===== config.mk =====
export PLATFORM = sky130hd
export DESIGN_NAME = flash_status_gen
export DESIGN_NICKNAME = d
export VERILOG_FILES = /design/src/rtl/fsg_pkg.sv /design/src/rtl/fsg_strobe.sv /design/src/rtl/fsg_cmd_seq.sv /design/src/rtl/fsg_op_ctrl.sv /design/src/rtl/flash_status_gen.sv
export SDC_FILE = /design/constraint.sdc
export NUM_CORES = 1
export LEC_CHECK = 0
export BUFFER_PORTS_ARGS = -buffer_cell sky130_fd_sc_hd__buf_2
export CAP_MARGIN = 40
export CORE_MARGIN = 4
export CORE_UTILIZATION = 52
export CTS_CLUSTER_DIAMETER = 150
export DETAILED_ROUTE_END_ITERATION = 6
export GPL_ROUTABILITY_DRIVEN = 0
export PLACE_DENSITY = 0.81
export SYNTH_ARGS = -nofsm -noshare
export SYNTH_HDL_FRONTEND = slang
export SYNTH_SLANG_ARGS = --single-unit

===== constraint.sdc =====
create_clock -name clk -period 2.2 [get_ports clk]
set_clock_uncertainty 0.15 [all_clocks]
set_input_delay 0.33 -clock clk [delete_from_list [all_inputs] [get_ports clk]]
set_output_delay 0.33 -clock clk [all_outputs]
set_load 0.01 [all_outputs]

===== src/rtl/fsg_pkg.sv =====
package fsg_pkg;

  typedef enum logic [2:0] {
    OP_IDLE,
    OP_PROG,
    OP_ETOUT,
    OP_ERASE,
    OP_SUSP,
    OP_PROT,
    OP_RECOV
  } op_state_t;

  typedef struct packed {
    logic prog;
    logic chip;
    logic sect;
    logic susp;
    logic resume;
  } cmd_hits_t;

  function automatic int max2(input int a, input int b);
    return (a > b) ? a : b;
  endfunction

  function automatic logic is_toggling(input op_state_t s);
    return (s == OP_PROG) || (s == OP_ETOUT) || (s == OP_ERASE) || (s == OP_PROT);
  endfunction

endpackage


===== src/rtl/fsg_strobe.sv =====
module fsg_strobe #(
  parameter int ADDR_W = 8,
  parameter int DATA_W = 8,
  parameter int SYNC_N = 2
) (
  input  logic              clk,
  input  logic              rst_n,
  input  logic              ce_n,
  input  logic              oe_n,
  input  logic              we_n,
  input  logic              hwrst_n,
  input  logic [ADDR_W-1:0] addr,
  input  logic [DATA_W-1:0] din,
  output logic              we_rise,
  output logic              rd_start,
  output logic              pin_rst,
  output logic [ADDR_W-1:0] addr_s,
  output logic [DATA_W-1:0] din_s
);

  logic we_s, we_d, oe_s, oe_d, ce_s;
  logic [SYNC_N-1:0] pin_chain;

  always_ff @(posedge clk or negedge rst_n) begin
    if (!rst_n) begin
      we_s   <= 1'b1;
      we_d   <= 1'b1;
      oe_s   <= 1'b1;
      oe_d   <= 1'b1;
      ce_s   <= 1'b1;
      addr_s <= '0;
      din_s  <= '0;
    end else begin
      we_s   <= we_n;
      we_d   <= we_s;
      oe_s   <= oe_n;
      oe_d   <= oe_s;
      ce_s   <= ce_n;
      addr_s <= addr;
      din_s  <= din;
    end
  end

  // Reset pin synchronizer, depth chosen by parameter
  always_ff @(posedge clk or negedge rst_n) begin
    if (!rst_n) begin
      pin_chain <= '0;
    end else begin
      for (int i = SYNC_N - 1; i > 0; i--) begin
        pin_chain[i] <= pin_chain[i-1];
      end
      pin_chain[0] <= ~hwrst_n;
    end
  end

  assign pin_rst  = pin_chain[SYNC_N-1];
  assign we_rise  = we_s & ~we_d & ~ce_s;
  assign rd_start = ~oe_s & oe_d & ~ce_s & we_s;

endmodule


===== src/rtl/fsg_cmd_seq.sv =====
module fsg_cmd_seq
  import fsg_pkg::*;
#(
  parameter int ADDR_W = 8,
  parameter int DATA_W = 8,
  parameter int SECT_W = 2,
  parameter logic [ADDR_W-1:0] KEY_A     = 'h55,
  parameter logic [ADDR_W-1:0] KEY_B     = 'h2A,
  parameter logic [DATA_W-1:0] UNLK1     = 'hAA,
  parameter logic [DATA_W-1:0] UNLK2     = 'h55,
  parameter logic [DATA_W-1:0] CMD_PROG  = 'hA0,
  parameter logic [DATA_W-1:0] CMD_ERASE = 'h80,
  parameter logic [DATA_W-1:0] CMD_CHIP  = 'h10,
  parameter logic [DATA_W-1:0] CMD_SECT  = 'h30,
  parameter logic [DATA_W-1:0] CMD_SUSP  = 'hB0,
  parameter logic [DATA_W-1:0] CMD_RES   = 'h30
) (
  input  logic              clk,
  input  logic              rst_n,
  input  logic              we_rise,
  input  logic              pin_rst,
  input  logic [ADDR_W-1:0] addr_s,
  input  logic [DATA_W-1:0] din_s,
  input  logic              op_idle,
  input  logic              op_erasing,
  input  logic              op_susp,
  output cmd_hits_t         hits,
  output logic [SECT_W-1:0] sect_idx
);

  localparam int STEP_W = 3;

  logic [STEP_W-1:0] step, step_nx;
  logic              is_erase, is_erase_nx;
  logic              first_ok, second_ok;

  assign first_ok  = (addr_s == KEY_A) && (din_s == UNLK1);
  assign second_ok = (addr_s == KEY_B) && (din_s == UNLK2);
  assign sect_idx  = addr_s[ADDR_W-1 -: SECT_W];

  always_comb begin
    hits        = '0;
    step_nx     = step;
    is_erase_nx = is_erase;
    if (pin_rst) begin
      step_nx = '0;
    end else if (we_rise) begin
      if (!op_idle) begin
        step_nx = '0;
        if (op_erasing && din_s == CMD_SUSP) hits.susp = 1'b1;
        if (op_susp && din_s == CMD_RES) hits.resume = 1'b1;
      end else begin
        case (step)
          3'd0: step_nx = first_ok ? 3'd1 : 3'd0;
          3'd1: step_nx = second_ok ? 3'd2 : 3'd0;
          3'd2: begin
            if (addr_s == KEY_A && din_s == CMD_PROG) begin
              step_nx     = 3'd3;
              is_erase_nx = 1'b0;
            end else if (addr_s == KEY_A && din_s == CMD_ERASE) begin
              step_nx     = 3'd3;
              is_erase_nx = 1'b1;
            end else begin
              step_nx = 3'd0;
            end
          end
          3'd3: begin
            if (!is_erase) begin
              hits.prog = 1'b1;
              step_nx   = 3'd0;
            end else begin
              step_nx = first_ok ? 3'd4 : 3'd0;
            end
          end
          3'd4: step_nx = second_ok ? 3'd5 : 3'd0;
          3'd5: begin
            step_nx = 3'd0;
            if (addr_s == KEY_A && din_s == CMD_CHIP) hits.chip = 1'b1;
            else if (din_s == CMD_SECT) hits.sect = 1'b1;
          end
          default: step_nx = 3'd0;
        endcase
      end
    end
  end

  always_ff @(posedge clk or negedge rst_n) begin
    if (!rst_n) begin
      step     <= '0;
      is_erase <= 1'b0;
    end else begin
      step     <= step_nx;
      is_erase <= is_erase_nx;
    end
  end

endmodule


===== src/rtl/fsg_op_ctrl.sv =====
module fsg_op_ctrl
  import fsg_pkg::*;
#(
  parameter int NSECT     = 4,
  parameter int SECT_W    = 2,
  parameter int PROG_CYC  = 60,
  parameter int ERASE_CYC = 200,
  parameter int TOUT_CYC  = 30,
  parameter int PROT_CYC  = 50,
  parameter int RST_CYC   = 25
) (
  input  logic              clk,
  input  logic              rst_n,
  input  cmd_hits_t         hits,
  input  logic [SECT_W-1:0] sect_idx,
  input  logic [NSECT-1:0]  sect_prot,
  input  logic              pin_rst,
  input  logic              rd_start,
  output op_state_t         state,
  output logic              tog
);

  localparam int MAXC  = max2(max2(max2(PROG_CYC, ERASE_CYC), max2(TOUT_CYC, PROT_CYC)), RST_CYC);
  localparam int CNT_W = $clog2(MAXC + 1);

  op_state_t        st_nx;
  logic [CNT_W-1:0] cnt, cnt_nx;
  logic [NSECT-1:0] sel_mask, mask_nx;
  logic [NSECT-1:0] idx_oh, blocked;
  logic             sel_all_prot, cnt_zero;

  for (genvar i = 0; i < NSECT; i++) begin : g_sect
    assign idx_oh[i]  = (sect_idx == SECT_W'(i));
    assign blocked[i] = ~sel_mask[i] | sect_prot[i];
  end

  assign sel_all_prot = &blocked;
  assign cnt_zero     = (cnt == '0);

  always_comb begin
    st_nx   = state;
    cnt_nx  = cnt;
    mask_nx = sel_mask;
    if (pin_rst) begin
      if (state != OP_IDLE && state != OP_RECOV) begin
        st_nx  = OP_RECOV;
        cnt_nx = CNT_W'(RST_CYC - 1);
      end else if (state == OP_RECOV && !cnt_zero) begin
        cnt_nx = cnt - 1'b1;
      end
    end else begin
      case (state)
        OP_IDLE: begin
          if (hits.prog) begin
            st_nx  = OP_PROG;
            cnt_nx = CNT_W'(PROG_CYC - 1);
          end else if (hits.chip) begin
            mask_nx = '1;
            if (&sect_prot) begin
              st_nx  = OP_PROT;
              cnt_nx = CNT_W'(PROT_CYC - 1);
            end else begin
              st_nx  = OP_ERASE;
              cnt_nx = CNT_W'(ERASE_CYC - 1);
            end
          end else if (hits.sect) begin
            mask_nx = idx_oh;
            st_nx   = OP_ETOUT;
            cnt_nx  = CNT_W'(TOUT_CYC - 1);
          end
        end
        OP_ETOUT: begin
          if (cnt_zero) begin
            if (sel_all_prot) begin
              st_nx  = OP_PROT;
              cnt_nx = CNT_W'(PROT_CYC - 1);
            end else begin
              st_nx  = OP_ERASE;
              cnt_nx = CNT_W'(ERASE_CYC - 1);
            end
          end else begin
            cnt_nx = cnt - 1'b1;
          end
        end
        OP_ERASE: begin
          if (hits.susp) st_nx = OP_SUSP;
          else if (cnt_zero) st_nx = OP_IDLE;
          else cnt_nx = cnt - 1'b1;
        end
        OP_SUSP: begin
          if (hits.resume) st_nx = OP_ERASE;
        end
        OP_PROG, OP_PROT, OP_RECOV: begin
          if (cnt_zero) st_nx = OP_IDLE;
          else cnt_nx = cnt - 1'b1;
        end
        default: st_nx = OP_IDLE;
      endcase
    end
  end

  always_ff @(posedge clk or negedge rst_n) begin
    if (!rst_n) begin
      state    <= OP_IDLE;
      cnt      <= '0;
      sel_mask <= '0;
      tog      <= 1'b0;
    end else begin
      state    <= st_nx;
      cnt      <= cnt_nx;
      sel_mask <= mask_nx;
      if (rd_start && is_toggling(state)) tog <= ~tog;
    end
  end

endmodule


===== src/rtl/flash_status_gen.sv =====
module flash_status_gen
  import fsg_pkg::*;
#(
  parameter int ADDR_W    = 8,
  parameter int DATA_W    = 8,
  parameter int NSECT     = 4,
  parameter int SYNC_N    = 2,
  parameter int PROG_CYC  = 60,
  parameter int ERASE_CYC = 200,
  parameter int TOUT_CYC  = 30,
  parameter int PROT_CYC  = 50,
  parameter int RST_CYC   = 25,
  parameter logic [DATA_W-1:0] FILL = '1
) (
  input  logic              clk,
  input  logic              rst_n,
  input  logic              ce_n,
  input  logic              oe_n,
  input  logic              we_n,
  input  logic              hwrst_n,
  input  logic [ADDR_W-1:0] addr,
  input  logic [DATA_W-1:0] din,
  input  logic [NSECT-1:0]  sect_prot,
  output logic [DATA_W-1:0] dout,
  output logic              rb_pull
);

  localparam int SECT_W  = $clog2(NSECT);
  localparam int TOG_BIT = 6;

  logic              we_rise, rd_start, pin_rst, tog;
  logic [ADDR_W-1:0] addr_s;
  logic [DATA_W-1:0] din_s;
  logic [SECT_W-1:0] sect_idx;
  cmd_hits_t         hits;
  op_state_t         op_state;

  fsg_strobe #(.ADDR_W(ADDR_W), .DATA_W(DATA_W), .SYNC_N(SYNC_N)) u_strobe (
    .clk(clk), .rst_n(rst_n), .ce_n(ce_n), .oe_n(oe_n), .we_n(we_n),
    .hwrst_n(hwrst_n), .addr(addr), .din(din), .we_rise(we_rise),
    .rd_start(rd_start), .pin_rst(pin_rst), .addr_s(addr_s), .din_s(din_s)
  );

  fsg_cmd_seq #(.ADDR_W(ADDR_W), .DATA_W(DATA_W), .SECT_W(SECT_W)) u_seq (
    .clk(clk), .rst_n(rst_n), .we_rise(we_rise), .pin_rst(pin_rst),
    .addr_s(addr_s), .din_s(din_s),
    .op_idle(op_state == OP_IDLE),
    .op_erasing(op_state == OP_ERASE),
    .op_susp(op_state == OP_SUSP),
    .hits(hits), .sect_idx(sect_idx)
  );

  fsg_op_ctrl #(
    .NSECT(NSECT), .SECT_W(SECT_W), .PROG_CYC(PROG_CYC), .ERASE_CYC(ERASE_CYC),
    .TOUT_CYC(TOUT_CYC), .PROT_CYC(PROT_CYC), .RST_CYC(RST_CYC)
  ) u_ctrl (
    .clk(clk), .rst_n(rst_n), .hits(hits), .sect_idx(sect_idx),
    .sect_prot(sect_prot), .pin_rst(pin_rst), .rd_start(rd_start),
    .state(op_state), .tog(tog)
  );

  always_comb begin
    dout = FILL;
    if (is_toggling(op_state) || op_state == OP_SUSP) begin
      dout          = '0;
      dout[TOG_BIT] = tog;
    end
  end

  assign rb_pull = is_toggling(op_state) || (op_state == OP_RECOV);

endmodule


==> flow_summary.json <==
{
  "status": "finished with violations",
  "core-area_mm2": 0.004723,
  "finalNetCount": 415,
  "period_needed_ps": 2412,
  "hold_depth": 0,
  "start_util": 0.5375,
  "rsz0062_at_grt": "true",
  "grt_pass1_wl_um": 12330,
  "die_w_um": 77.87,
  "critPathLaunchType": "flop",
  "vias_per_cell": 5.824,
  "setup_violations": 10,
  "crit_start": "u_ctrl.cnt[5]",
  "post-place-ws_ps": -268.4,
  "synthTopCellsByArea": "dfrtp_1, dfstp_2, o21ai_0",
  "relSlewSlack": 0.6431,
  "yosysTopAreaCell": "dfrtp_1",
  "grt_usage": 0.2565,
  "cts_tree": "done",
  "clk_pin_slew_ps": 90,
  "wirelength_um": 7817,
  "clk_latency_ps": 310,
  "num_rows": 25,
  "clockBufferDepth": 2,
  "die_area_mm2": 0.006064,
  "antenna_found_initial": 0,
  "max_clock_freq_mhz": 414.6,
  "cp.arrival_ps": 2460,
  "ant_nets": 0,
  "areaGrowthSynthToFinish_pct": 47.41,
  "r2r-end": "u_ctrl.cnt[6]",
  "synthFlopType": "dfrtp_1",
  "synth_nets": 297,
  "wl_per_cell_um": 17.18,
  "synthDistinctLibCells": 60,
  "report.final.slew_viol_count": 0,
  "rrSetupSlack_ps": -210,
  "slowest_stage": "or4_4",
  "cpPeakStageDelay_ps": 580,
  "ys_warn_count": 0,
  "antennaDiodeCount": 0,
  "hold_path_end": "u_strobe.pin_chain[1]",
  "synthCells": 269,
  "cts_root_buf": "clkbuf_8",
  "seq_area_frac_synth": 0.4263,
  "maxCapViolations": 0,
  "timing_worst_setup_path_type": "flop to flop",
  "cellLeakagePower_nw": 1.613,
  "power_mw": 3.919,
  "cts_buffers": 5,
  "grt_pass1_vias": 2641,
  "cts_sinks": 43,
  "synth.avg_cell_area_um2": 9.437,
  "port-buffer-count": 34,
  "finalHoldViolations": 0,
  "hp-start": "u_strobe.pin_chain[0]",
  "synthArstFlopShare": 1.000,
  "powerDensity_mw_per_mm2": 1047,
  "required_ps": 2250,
  "fin_ws_ps": -212.3,
  "drt_iter0_drc": 336,
  "cts_max_level": 2,
  "layout-drive-gt1-share": 0.4149,
  "grt_max_degree": 44,
  "grt.overflow.total": 0,
  "first_pass_iters": 5,
  "critPathTopFamily": "simple AND/OR/NAND/NOR gates",
  "holdCritPathClass": "flop to flop",
  "tightest_slew_ps": 535.4,
  "path_cells": "or4_4, or4_1, a31oi_1, or4b_4, mux2_4",
  "setup.worst_path.end_class": "flop",
  "syn_area_mm2": 0.002539,
  "ir_drop_mv": 0.5778,
  "critical_path_buf_inv_count": 0,
  "r2r-start": "u_ctrl.cnt[5]",
  "crit_fanout": 8,
  "place.detailed.hpwl_um": 4900,
  "ys_ff_latch": 43,
  "fin_crit_sh": 1.096,
  "synth_top_area_share": 0.3746,
  "synth_edf_count": 0,
  "num_vias": 2650,
  "violations": "setup timing",
  "die_h_um": 77.87,
  "drc": 0,
  "r2r_cells": 5,
  "ios": 35
}
## state kept, by name, summed over array words and instances, names as in the netlist, 2 cells and up
signal              count
u_ctrl.cnt              8
u_ctrl.sel_mask         4
u_ctrl.state            3
u_seq.step              3
u_strobe.addr_s         8
u_strobe.din_s          8
u_strobe.pin_chain      2
## cell families after synthesis
family / synth area share
AO/OA/AOI/OAI: 0.1750
XOR/XNOR: 0.02415
adder cells (fa/ha/maj): 0.009855
buffers and inverters: 0.06802
flip-flops: 0.4263
multiplexers: 0.03056
AND/OR/NAND/NOR: 0.2661
## report_power, final
| part | leakage (nW) | total [mW] | internal (mW) | switching (mW) |
|---|---|---|---|---|
| clock | 0.0618 | 0.668 | 0.374 | 0.295 |
| sequential | 0.518 | 0.989 | 0.909 | 0.0793 |
| combinational | 1.03 | 2.26 | 1.07 | 1.19 |
| total | 1.61 | 3.92 | 2.36 | 1.56 |
## metal layers
layer / vias to the layer above / part of all wire / track usage / wire [um]
met4: 0 / 0.033 / 0.08185 / 261
met1: 1259 / 0.37 / 0.3004 / 2913
li1: 1227 / - / - / -
met2: 138 / 0.53 / 0.4632 / 4105
met5: - / 0 / 0 / 0
met3: 26 / 0.069 / 0.05452 / 537
## layout make-up
class	instances	area, um2
multi-input combinational	198	1446
timing repair buffer	129	970.9
inverter	10	37.54
sequential	43	1082
tap	67	83.83
fill	280	980.9
clock buffer	6	82.58
clock inverter	2	38.79
## what timing repair did
action / in CTS / in global routing
endpoints found under the setup margin: 19 / 23
resized for setup: 19 / 22
endpoints found under the hold margin: 58 / 0
hold buffers: 21 / 0
pin swaps: 5 / 8
setup buffers: 10 / 3
## worst register-to-register path: stages, from the launching register on
cell	delay, ps
dfrtp_1	400
or4_4	580
or4_1	430
a31oi_1	210
or4b_4	240
mux2_4	310
## cell usage in the layout (no fill, tap or decap), types with 3 or more instances in the layout
master / n
nor4_1: 3
nor2_1: 22
xnor2_1: 3
dlygate4sd3_1: 21
or2b_1: 4
nor3_1: 7
nand3_1: 9
buf_4: 68
nand4_1: 5
xor2_1: 4
nand2b_1: 6
nand2_1: 17
clkbuf_8: 6
mux2_2: 5
o21ai_0: 12
nor4bb_4: 3
or3_1: 4
o21ai_1: 7
buf_6: 4
a21oi_1: 13
inv_1: 8
dfrtp_1: 38
dfstp_2: 5
buf_2: 34
a31oi_1: 5
o211ai_1: 4
## metrics by stage
step                      hold WS (ps)  setup TNS [ps]    util  cells  instance area, um2
after floorplan                 -115.6          -746.3       -    269                2544
after global placement           188.1           -1083  0.6607    413                3120
after detailed placement         192.7           -1609  0.6607    413                3120
after CTS                        218.1           -1284  0.7658    452                3617
after global routing             223.9           -2576  0.7923    455                3742
final                            214.1           -1614  0.7923    455                3742
## worst max path at each step
stage                           end  slack, ps  cells past startpoint
floorplan           u_ctrl.state[1]       -130                      7
global placement      u_ctrl.cnt[6]       -180                      5
detailed placement    u_ctrl.cnt[6]       -270                      5
CTS                   u_ctrl.cnt[6]       -160                      5
global route          u_ctrl.cnt[7]       -270                      7
finish                u_ctrl.cnt[6]       -210                      5
## cell usage after synthesis (4+ instances only)
| master | n |
|---|---|
| dfrtp_1 | 38 |
| o21ai_0 | 18 |
| dfstp_2 | 5 |
| buf_4 | 12 |
| nor4_1 | 4 |
| nand4_1 | 5 |
| or2b_1 | 4 |
| a31oi_1 | 6 |
| nand2b_1 | 6 |
| nor4bb_1 | 5 |
| nand3_1 | 9 |
| a21oi_1 | 14 |
| o211ai_1 | 4 |
| mux2_2 | 6 |
| xor2_1 | 4 |
| nand2_1 | 17 |
| nor3_1 | 9 |
| or3_1 | 5 |
| nor2_1 | 24 |
| inv_1 | 10 |
No activity file was read; power rests on OpenSTA's default activity.
